--- src/rtl/fss_pkg.sv ---
package fss_pkg;
  localparam int CNT_W     = 3;
  localparam int SLOT_W    = 3;
  localparam int NUM_SLOTS = 7;
  localparam int FIELD_MAX = 5;
  localparam int WORD_W    = CNT_W + NUM_SLOTS * SLOT_W;
  localparam logic [WORD_W-1:0] RESET_WORD = {CNT_W'(1), {(WORD_W-CNT_W){1'b0}}};
endpackage

--- src/rtl/fss_word_check.sv ---
module fss_word_check #(
  parameter int CNT_W     = 3,
  parameter int SLOT_W    = 3,
  parameter int NUM_SLOTS = 7,
  parameter int FIELD_MAX = 5,
  localparam int WORD_W   = CNT_W + NUM_SLOTS * SLOT_W
) (
  input  logic [WORD_W-1:0] word,
  output logic              legal
);
  logic [CNT_W-1:0]     len;
  logic [NUM_SLOTS-1:0] bad_slot;

  assign len = word[WORD_W-1 -: CNT_W];

  for (genvar i = 0; i < NUM_SLOTS; i++) begin : g_slot
    logic [SLOT_W-1:0] code;
    logic              in_use;
    assign code        = word[i*SLOT_W +: SLOT_W];
    assign in_use      = (CNT_W'(i) < len);
    assign bad_slot[i] = in_use && (code > SLOT_W'(FIELD_MAX));
  end

  assign legal = (len != '0) && (bad_slot == '0);
endmodule

--- src/rtl/fss_slot_mux.sv ---
module fss_slot_mux #(
  parameter int CNT_W     = 3,
  parameter int SLOT_W    = 3,
  parameter int NUM_SLOTS = 7,
  localparam int WORD_W   = CNT_W + NUM_SLOTS * SLOT_W
) (
  input  logic [WORD_W-1:0] word,
  input  logic [CNT_W-1:0]  pos,
  output logic [SLOT_W-1:0] code
);
  logic [SLOT_W-1:0] entry [NUM_SLOTS];

  for (genvar i = 0; i < NUM_SLOTS; i++) begin : g_entry
    assign entry[i] = word[i*SLOT_W +: SLOT_W];
  end

  always_comb begin
    code = '0;
    for (int i = 0; i < NUM_SLOTS; i++) begin
      if (pos == CNT_W'(i)) code = entry[i];
    end
  end
endmodule

--- src/rtl/fss_step.sv ---
module fss_step #(
  parameter int CNT_W = 3
) (
  input  logic [CNT_W-1:0] pos,
  input  logic [CNT_W-1:0] len,
  output logic [CNT_W-1:0] pos_nxt
);
  logic [CNT_W:0] pos_inc;

  assign pos_inc = {1'b0, pos} + {{CNT_W{1'b0}}, 1'b1};

  always_comb begin
    if (pos_inc >= {1'b0, len}) pos_nxt = '0;
    else                        pos_nxt = pos_inc[CNT_W-1:0];
  end
endmodule

--- src/rtl/field_seq_sel.sv ---
module field_seq_sel
  import fss_pkg::*;
(
  input  logic              clk,
  input  logic              rst_n,
  input  logic              cfg_wr,
  input  logic [WORD_W-1:0] cfg_word,
  input  logic              vsync,
  output logic [SLOT_W-1:0] field_sel,
  output logic [CNT_W-1:0]  slot_pos,
  output logic              cfg_err
);
  // reset synchronizer: asserts asynchronously, releases on clk
  logic [1:0] rst_pipe;
  logic       rst_n_s;

  always_ff @(posedge clk or negedge rst_n) begin
    if (!rst_n) rst_pipe <= 2'b00;
    else        rst_pipe <= {rst_pipe[0], 1'b1};
  end
  assign rst_n_s = rst_pipe[1];

  // state
  logic [WORD_W-1:0] act_word, act_word_d;
  logic [WORD_W-1:0] pend_word;
  logic              pend_vld, pend_vld_d;
  logic [CNT_W-1:0]  pos_q, pos_d;
  logic              err_q, err_d;
  logic              act_en, pend_en, pend_vld_en, pos_en, err_en;

  logic              pend_ok;
  logic [CNT_W-1:0]  act_cnt;
  logic [CNT_W-1:0]  pos_step;
  logic              apply, accept, reject;

  assign act_cnt = act_word[WORD_W-1 -: CNT_W];

  fss_word_check #(
    .CNT_W(CNT_W), .SLOT_W(SLOT_W), .NUM_SLOTS(NUM_SLOTS), .FIELD_MAX(FIELD_MAX)
  ) u_check (
    .word  (pend_word),
    .legal (pend_ok)
  );

  fss_step #(.CNT_W(CNT_W)) u_step (
    .pos     (pos_q),
    .len     (act_cnt),
    .pos_nxt (pos_step)
  );

  fss_slot_mux #(
    .CNT_W(CNT_W), .SLOT_W(SLOT_W), .NUM_SLOTS(NUM_SLOTS)
  ) u_mux (
    .word (act_word),
    .pos  (pos_q),
    .code (field_sel)
  );

  // next-state
  always_comb begin
    apply       = vsync && pend_vld;
    accept      = apply && pend_ok;
    reject      = apply && !pend_ok;

    act_en      = accept;
    act_word_d  = pend_word;

    pos_en      = vsync;
    pos_d       = accept ? '0 : pos_step;

    err_en      = apply;
    err_d       = reject;

    pend_en     = cfg_wr;
    pend_vld_en = cfg_wr || vsync;
    pend_vld_d  = cfg_wr;
  end

  // registers
  always_ff @(posedge clk or negedge rst_n_s) begin
    if (!rst_n_s) begin
      act_word  <= RESET_WORD;
      pend_word <= '0;
      pend_vld  <= 1'b0;
      pos_q     <= '0;
      err_q     <= 1'b0;
    end else begin
      if (act_en)      act_word  <= act_word_d;
      if (pend_en)     pend_word <= cfg_word;
      if (pend_vld_en) pend_vld  <= pend_vld_d;
      if (pos_en)      pos_q     <= pos_d;
      if (err_en)      err_q     <= err_d;
    end
  end

  assign slot_pos = pos_q;
  assign cfg_err  = err_q;
endmodule

--- config.mk ---
export PLATFORM = sky130hd
export DESIGN_NAME = field_seq_sel
export DESIGN_NICKNAME = d
export VERILOG_FILES = /design/src/rtl/fss_pkg.sv /design/src/rtl/fss_word_check.sv /design/src/rtl/fss_slot_mux.sv /design/src/rtl/fss_step.sv /design/src/rtl/field_seq_sel.sv
export SDC_FILE = /design/constraint.sdc
export NUM_CORES = 1
export LEC_CHECK = 0
export ABC_AREA = 1
export BUFFER_PORTS_ARGS = -buffer_cell sky130_fd_sc_hd__buf_2
export CORE_MARGIN = 8
export CORE_UTILIZATION = 25
export DETAILED_ROUTE_END_ITERATION = 10
export GPL_TIMING_DRIVEN = 0
export MAX_ROUTING_LAYER = met4
export PLACE_DENSITY_LB_ADDON = 0.2
export SETUP_SLACK_MARGIN = 0.3
export SLEW_MARGIN = 5
export SYNTH_ARGS = -nofsm -noshare
export SYNTH_HDL_FRONTEND = slang
export SYNTH_SLANG_ARGS = --single-unit
--- constraint.sdc ---
create_clock -name clk -period 2.4 [get_ports clk]
set_clock_uncertainty 0.1 [all_clocks]
set_input_delay 0.12 -clock clk [delete_from_list [all_inputs] [get_ports clk]]
set_output_delay 0.12 -clock clk [all_outputs]
set_load 0.01 [all_outputs]
# Word-level counts from Yosys, hierarchy flattened
# Cells that the tools add are included.
# word_totals
regBits	55
latchBits	0
ramBits	0
romBits	0
in_bits	28
memories	0
# op_classes
addsub	1
mul	0
n_div	0
n_lt_le_gt_ge	15
eq_ne	6
shifts	0
mux	9
bitwise_logic	0
reduce_logical	16
# op_table
op	n
2-to-1 mux 3 bit	9
greater-than comparator 3 bit (second input constant)	7
logical AND 1 bit	11
== test 3 bit (second input constant)	3
less-than comparator 3 bit (first input constant)	3
zero test 7 bit	1
== test 3 x 2 -> 1 bit (second input constant)	2
less-than comparator 1 x 3 -> 1 bit (first input constant)	2
less-than comparator 2 x 3 -> 1 bit (first input constant)	2
adder 3 x 1 -> 4 bit (second input constant)	1
>= comparator 4 x 3 -> 1 bit	1
== test 3 x 1 -> 1 bit (second input constant)	1
zero test 3 bit	1
nonzero test 3 bit	1
zero test 1 bit	1
logical OR 1 bit	1

# Logic depth before layout (Yosys ltp)
# Gate-level depths: netlist of run 1.
# depth
word_depth	8
depth_mapped	12
ltp_nobuf	12

# Hierarchy
# Synthesis of run 1 repeated with hierarchy kept, for this count alone.
# unflattened
cells_unflattened	331
hier_area_um2	2676.3
# by_module_without_submodules
module	n_inst	cells_each	area_per_inst_um2
field_seq_sel	1	239	2198.4
fss_slot_mux	1	44	242.7
fss_step	1	23	130.1
fss_word_check	1	25	105.1

# Least setup slack after synthesis of run 1
# No wires, ideal clock.
# synth_path
path_type	reg-to-reg
startpoint	reg pos_q[0], in the netlist slot_pos[0]
endpoint	reg pos_q[0], in the netlist slot_pos[0]
setup_time_ps	65
t_arrival_ps	1596
required_time_ps	2235
setup_slack_ps	639
stages_incl_launch_ff	10
n_path_buf	0
cell_sequence	dfrtp_1 ha_1 ha_1 inv_1 ha_1 nor2_1 nand2_1 a21oi_1 nand3_1 nand2_1
# synth_via
elab_chain_cells	4
# synth_lines
element	line_no	rtl
start, declared	field_seq_sel.sv:27	logic [CNT_W-1:0] pos_q, pos_d;
start signal, assigned	field_seq_sel.sv:91	if (pos_en) pos_q <= pos_d;
adder 3 x 1 -> 4 bit *	fss_step.sv:10	assign pos_inc = {1'b0, pos} + {{CNT_W{1'b0}}, 1'b1};
>= comparator 4 x 3 -> 1 bit	fss_step.sv:13	if (pos_inc >= {1'b0, len}) pos_nxt = '0;
2-to-1 mux 3 bit *	fss_step.sv:13	
2-to-1 mux 3 bit *	field_seq_sel.sv:69	pos_d = accept ? '0 : pos_step;
# Mark *: on every way between the ends. The rest lies on a longest branch, timed or not.
# A chain may end at the register's enable or synchronous reset.

# Worst setup path after layout of run 1
# layout_path
startpoint	reg pos_q[0], in the netlist slot_pos[0]
endpoint	out field_sel[1]
# layout_via
elab_chain_cells	8
# layout_lines
element	line_no	rtl
zero test 3 bit	fss_slot_mux.sv:20	if (pos == CNT_W'(i)) code = entry[i];
2-to-1 mux 3 bit (6 in a row)	fss_slot_mux.sv:20	
2-to-1 mux 3 bit *	fss_slot_mux.sv:20	
end, declared	field_seq_sel.sv:9	output logic [SLOT_W-1:0] field_sel,
# Marked as above.

==> reports/qor.yml, run 1 <==
critical_path:
  critPathLaunchType: "flop"
  cp-startpoint: "slot_pos[0]$_DFFE_PN0P_"
  crit_type: "reg2out"
  reg2reg_slack_ns: 0.53
  r2r_end: "slot_pos[1]$_DFFE_PN0P_"
  required_ns: 2.18
  cp_max_fo: 6
  setup.worst_path.end_class: "output pin"
  r2r-start: "slot_pos[0]$_DFFE_PN0P_"
  ff2ff_path_depth: 9
  critical_path_arrival_ns: 1.78
power:
  power_density_nw_per_um2: 869
  power_frac_clock: 0.201
  p_switching_mw: 1.08
  switching_share: 0.355
  internal_power_mw: 1.96
  pwr-share-seq: 0.415
  p_comb_frac: 0.384
  vdd_drop_max_v: 0.000271
  leakage_nw: 1.77
cts:
  insertion_delay_ns: 0.30
  path_clk_slew_ns: 0.10
  cts_tree: "yes"
  htree_levels: 2
  cts_sinks: 55
  cts_max_path_buffers: 2
  cts_buffers: 5
  root_buffer: "clkbuf_8"
timing:
  hold_viol_final: 0
  fmax_mhz: 501
  relSlewSlack: 0.545
  rsz0062_at_grt: "yes"
  fin_crit_sh: 0.832
  final.setup.tns_ns: 0
  period_minus_slack_ns: 2.00
  fin_ws_ns: 0.403
  worstMarginPinSlew_ns: 0.682
  drv_slew: 0
  setup_viol: 0
cells_and_area:
  antenna_cells: 0
  fillCellCount: 1087
  num-nets-final: 426
  finalInstanceArea_um2: 3500
  final_core_util: 0.339
  drive_gt1_frac: 0.246
  area_growth_pct: 31.1
placement:
  io_buffers: 33
  dp_slack_ns: 0.488
  placed_area_um2: 3020
  dp_hpwl_um: 5040
  gp_congestion: 0.802
detailed_routing:
  drtPass1Iterations: 4
  first_iter_violations: 62
  vias: 2163
  vias_per_cell: 4.10
  wire_per_inst_um: 12.7
  drc: 0
  wl_um: 6690
  postRouteAntennaNets: 0
yosys:
  synth_ff_type: "dfrtp_1"
  ys_seq_area_frac: 0.517
  synthArstFlopShare: 1.00
  synthTopCellsByArea: "dfrtp_1, nand2_1, inv_1"
  syn-num-nets: 356
  netlist.area_leader.share: 0.507
  yosysWarnings: 0
  syn_avg_cell_area_um2: 8.33
  netlist_instances: 320
  synth_edf_count: 0
  synth_top_cell_by_area: "dfrtp_1"
  synthTopCellsByCount: "nand2_1, dfrtp_1, inv_1, o21ai_0"
  synth_cell_types: 22
  syn-cell-area_um2: 2670
  synth.most_common_cell: "nand2_1"
  synth_seq_cells: 55
grt:
  grt_overflow: 0
  grt_pass1_vias: 2260
  grt_max_degree: 32
  grt_util_all_layers: 0.103
  antenna_found_initial: 0
  grt_pass1_wl_um: 11400
floorplan:
  fp-row-count: 37
  dieArea_um2: 14200
  die-width_um: 119
  core_um2: 10300
  die_h_um: 119
  initial_core_util: 0.258
  ioPinCount: 35
hold_path:
  hp-class: "in2async"
status:
  status: "finished, final reports clean"
run:
  maxCapViolCount: 0
worst max path at each step:
stage,to,cells past startpoint
floorplan,slot_pos[0]$_DFFE_PN0P_,9
global placement,act_word_d[18]$_DFFE_PN0P_,0
detailed placement,slot_pos[2]$_DFFE_PN0P_,8
CTS,field_sel[0],13
global route,field_sel[0],13
finish,field_sel[1],8
stage by stage:
step	hold slack (ns)	instances	power, mW
after floorplan	-0.276	320	1.90
after global placement	-0.194	489	2.21
after detailed placement	-0.193	490	2.22
after CTS	0.00880	525	2.93
after global routing	0.0215	527	3.30
final	0.0149	527	3.04
registers in the layout (all words and copies together) (netlist names):
signal / flops
act_word: 24
act_word_d: 24
cfg_err: 1
pend_vld: 1
rst_pipe: 2
slot_pos: 3
kinds of logic after synthesis:
logic type	count (synthesis)	share of synthesized area
flip-flops	55	0.517
adder cells (fa/ha/maj)	8	0.0375
buffers and inverters	63	0.104
AO/OA/AOI/OAI	55	0.131
other	1	0.00141
AND/OR/NAND/NOR	138	0.210
per-layer routing:
layer	routed length, um	vias to the layer above	GRT usage
met5	0	-	-
met4	53	0	0.0285
met3	116	6	0.0184
met2	3170	27	0.161
met1	3350	1009	0.133
li1	-	1121	-
power groups by stage:
stage / Clock, mW / Sequential (mW) / Combinational, mW
floorplan: 0 / 1.25 / 0.652
global placement: 0 / 1.28 / 0.929
detailed placement: 0 / 1.27 / 0.949
CTS: 0.639 / 1.25 / 1.04
global route: 0.674 / 1.29 / 1.34
finish: 0.611 / 1.26 / 1.17
placed cells by master (no fill, tap or decap), drive strengths merged, types with 2 or more instances in the layout:
cell type,instances
nand2,103
dfrtp,54
inv,52
o21ai,52
buf,46
dlygate4sd3,25
nor2,20
nand3,13
clkbuf,10
ha,8
a21oi,2
critical path, stage by stage, from the launching register on:
cell and delay (ns):
dfrtp_2 0.46, buf_6 0.14, ha_4 0.18, nand2_1 0.17, inv_1 0.08, nor2_1 0.10
nand2_1 0.07, a21oi_2 0.12, buf_2 0.15
area by class of cell:
class	instances	area, um^2	share of cell area
sequential	55	1380	0.395
timing repair buffer	63	475	0.136
multi-input combinational	202	1070	0.307
clock inverter	1	30.0	0.00859
tap	136	170	0.0487
inverter	52	205	0.0587
buffer	11	83.8	0.0240
clock buffer	7	76.3	0.0218
timing repair:
action,CTS,global route
pin swaps,0,8
setup buffers,2,2
gates resized for setup,7,23
hold endpoints to repair,26,0
hold buffers,25,0
endpoints found under the setup margin,3,3
Power figures use the tool's default switching activity.
==> run 2, diff against run 1 <==
==> constraint.sdc (replaced) <==
create_clock -name clk -period 1.9 [get_ports clk]
set_clock_uncertainty 0.1 [all_clocks]
set_input_delay 0.095 -clock clk [delete_from_list [all_inputs] [get_ports clk]]
set_output_delay 0.095 -clock clk [all_outputs]
set_load 0.01 [all_outputs]
==> reports/qor.yml, run 2 (synthesized netlist as in run 1, its figures left out) <==
status:
  status: "complete, but fails checks"
  violations: "negative setup slack"
grt:
  grt_util_all_layers: 0.0976  # -0.00497
  grt_pass1_vias: 2251  # -0.40%
  antenna_found_initial: 0  # unchanged
  grt_pass1_wl_um: 11000  # -3.8%
  grt_max_degree: 54  # +69%
  grt_overflow: 0  # unchanged
detailed_routing:
  met2_length_um: 3050  # -3.9%
  drc: 0  # unchanged
  top_layer: "met4"
  wl_um: 6400  # -4.4%
  postRouteAntennaNets: 0  # unchanged
  vias_per_cell: 4.12  # +0.45%
  vias: 2181  # +0.83%
  drtPass1Iterations: 4  # unchanged
  route.met3.wl_um: 154  # +33%
  wl_met1_um: 3090  # -7.8%
  first_iter_violations: 81  # +31%
  wire_per_inst_um: 12.1  # -4.8%
floorplan:
  die_h_um: 119  # unchanged
  core_um2: 10300  # unchanged
  initial_core_util: 0.258  # unchanged
  ioPinCount: 35  # unchanged
  fp-row-count: 37  # unchanged
  dieArea_um2: 14200  # unchanged
  die-width_um: 119  # unchanged
timing:
  fin_ws_ns: -0.0596  # -0.462 ns
  fin_crit_sh: 1.03
  setup_viol: 3  # +3
  fmax_mhz: 510
  hold_viol_final: 0  # unchanged
  drv_slew: 0  # unchanged
  relSlewSlack: 0.535  # -0.0106
  period_minus_slack_ns: 1.96
  worstMarginPinSlew_ns: 0.698  # +0.0159 ns
  rsz0062_at_grt: "yes"
power:
  switching_share: 0.356  # +0.000683
  leakage_nw: 1.77  # +0.23%
  power_frac_clock: 0.181  # -0.020
  power_density_nw_per_um2: 1090  # +25%
  p_switching_mw: 1.37  # +27%
  internal_power_mw: 2.48  # +27%
  pwr-share-seq: 0.418  # +0.003
  vdd_drop_max_v: 0.000338  # +25%
  p_comb_frac: 0.401  # +0.017
cells_and_area:
  finalNonFillerCells: 529  # +0.38%
  antenna_cells: 0  # unchanged
  final_core_util: 0.344  # +0.00570
  finalInstanceArea_um2: 3550  # +1.7%
  num-nets-final: 428  # +0.47%
  mostFrequentLayoutCell: "nand2_1"
  drive_gt1_frac: 0.265  # +0.0191
  area_growth_pct: 33.3
  final_cell_mix: "nand2_1, dfrtp_1, inv_1, buf_2, dlygate4sd3_1"
cts:
  root_buffer: "clkbuf_8"
  cts_buffers: 5  # unchanged
  cts_tree: "yes"
  htree_levels: 2  # unchanged
  cts_sinks: 55  # unchanged
  cts_max_path_buffers: 2  # unchanged
  insertion_delay_ns: 0.30  # about the same
  path_clk_slew_ns: 0.10  # about the same
critical_path:
  r2r_end: "slot_pos[2]$_DFFE_PN0P_"
  required_ns: 1.70  # -0.48 ns
  cp-startpoint: "slot_pos[0]$_DFFE_PN0P_"
  critical_path.endpoint: "field_sel[0]"
  cp_max_fo: 5  # -1
  critical_path_arrival_ns: 1.76  # -0.02 ns
  ff2ff_path_depth: 10  # +1
  crit_type: "reg2out"
  crit_chain: "buf_12 -> ha_4 -> ha_4 -> inv_4 -> nor2_1 -> nor2_1 -> nand2_1 -> nand2_2 -> nand2_2 -> nand2_1 -> buf_2"
  critPathLaunchType: "flop"
  max_stage_delay_ns: 0.46  # about the same
  r2r-start: "slot_pos[0]$_DFFE_PN0P_"
  crit_slowest_cell: "dfrtp_2"
  setup.worst_path.end_class: "output pin"
  reg2reg_slack_ns: 0.13  # -0.40 ns
run:
  maxCapViolCount: 0  # unchanged
placement:
  io_buffers: 33  # unchanged
  dp_cells: 489  # -0.20%
  dp_slack_ns: 0.0600  # -0.428 ns
  placed_area_um2: 3060  # +1.4%
  dp_hpwl_um: 4900  # -2.9%
  gp_congestion: 0.760  # -5.2%
hold_path:
  hp-class: "in2reg"
-- run 2: layout make-up --
type	count	area, um^2
fill	1074	6770
sequential	55	1380
multi-input combinational	202	1110
timing repair buffer	65	498
inverter	52	208
tap	136	170
clock buffer	8	100
buffer	11	87.6
-- run 2: per-layer routing --
metal / global-route usage / vias to the layer above
met4: 0.0387 / 0
met2: 0.159 / 38
met3: 0.0151 / 7
met1: 0.119 / 1012
met5: - / -
li1: - / 1124
-- run 2: power by group through the flow --
stage	clock (mW)	sequential, mW	combinational, mW
detailed placement	0	1.65	1.27
global placement	0	1.65	1.25
finish	0.699	1.61	1.55
CTS	0.743	1.62	1.48
global route	0.789	1.65	1.76
floorplan	0	1.59	0.906
-- run 2: worst min-delay path by stage --
stage | end | slack, ns | cells after the start | startpoint
detailed placement | rst_pipe[0]$_DFF_PN0_ | -0.22 | 1 | rst_n
CTS | act_word_d[23]$_DFFE_PN0P_ | 0.09 | 3 | cfg_wr
global route | act_word_d[5]$_DFFE_PN0P_ | 0.12 | 2 | cfg_wr
global placement | rst_pipe[0]$_DFF_PN0_ | -0.22 | 1 | rst_n
finish | act_word_d[23]$_DFFE_PN0P_ | 0.09 | 3 | cfg_wr
floorplan | rst_pipe[0]$_DFF_PN0_ | -0.30 | 0 | rst_n
-- run 2: worst max-delay path: cells and delay by family, from the launching register on --
| family | cells | cell delay (ns) |
|---|---|---|
| flops | 1 | 0.46 |
| fa+ha+maj | 2 | 0.31 |
| simple gates | 6 | 0.36 |
| buf+inv | 3 | 0.33 |
-- run 2: timing repair --
item / in CTS / in global routing
hold buffers: 27 / 0
pin swaps: 13 / 17
setup endpoints to repair: 6 / 7
gates resized for setup: 14 / 11
hold endpoints to repair: 29 / 0
setup buffers: 4 / 1
gates cloned: 0 / 0
-- run 2: per-stage QoR --
stage / TNS (ns) / total power, mW / hold WS, ns
2_1_floorplan: 0 / 2.50 / -0.301
3_3_place_gp: 0 / 2.90 / -0.219
3_5_place_dp: 0 / 2.92 / -0.217
4_1_cts: -0.288 / 3.84 / 0.0869
5_1_grt: -0.593 / 4.20 / 0.118
6_report: -0.155 / 3.86 / 0.0879
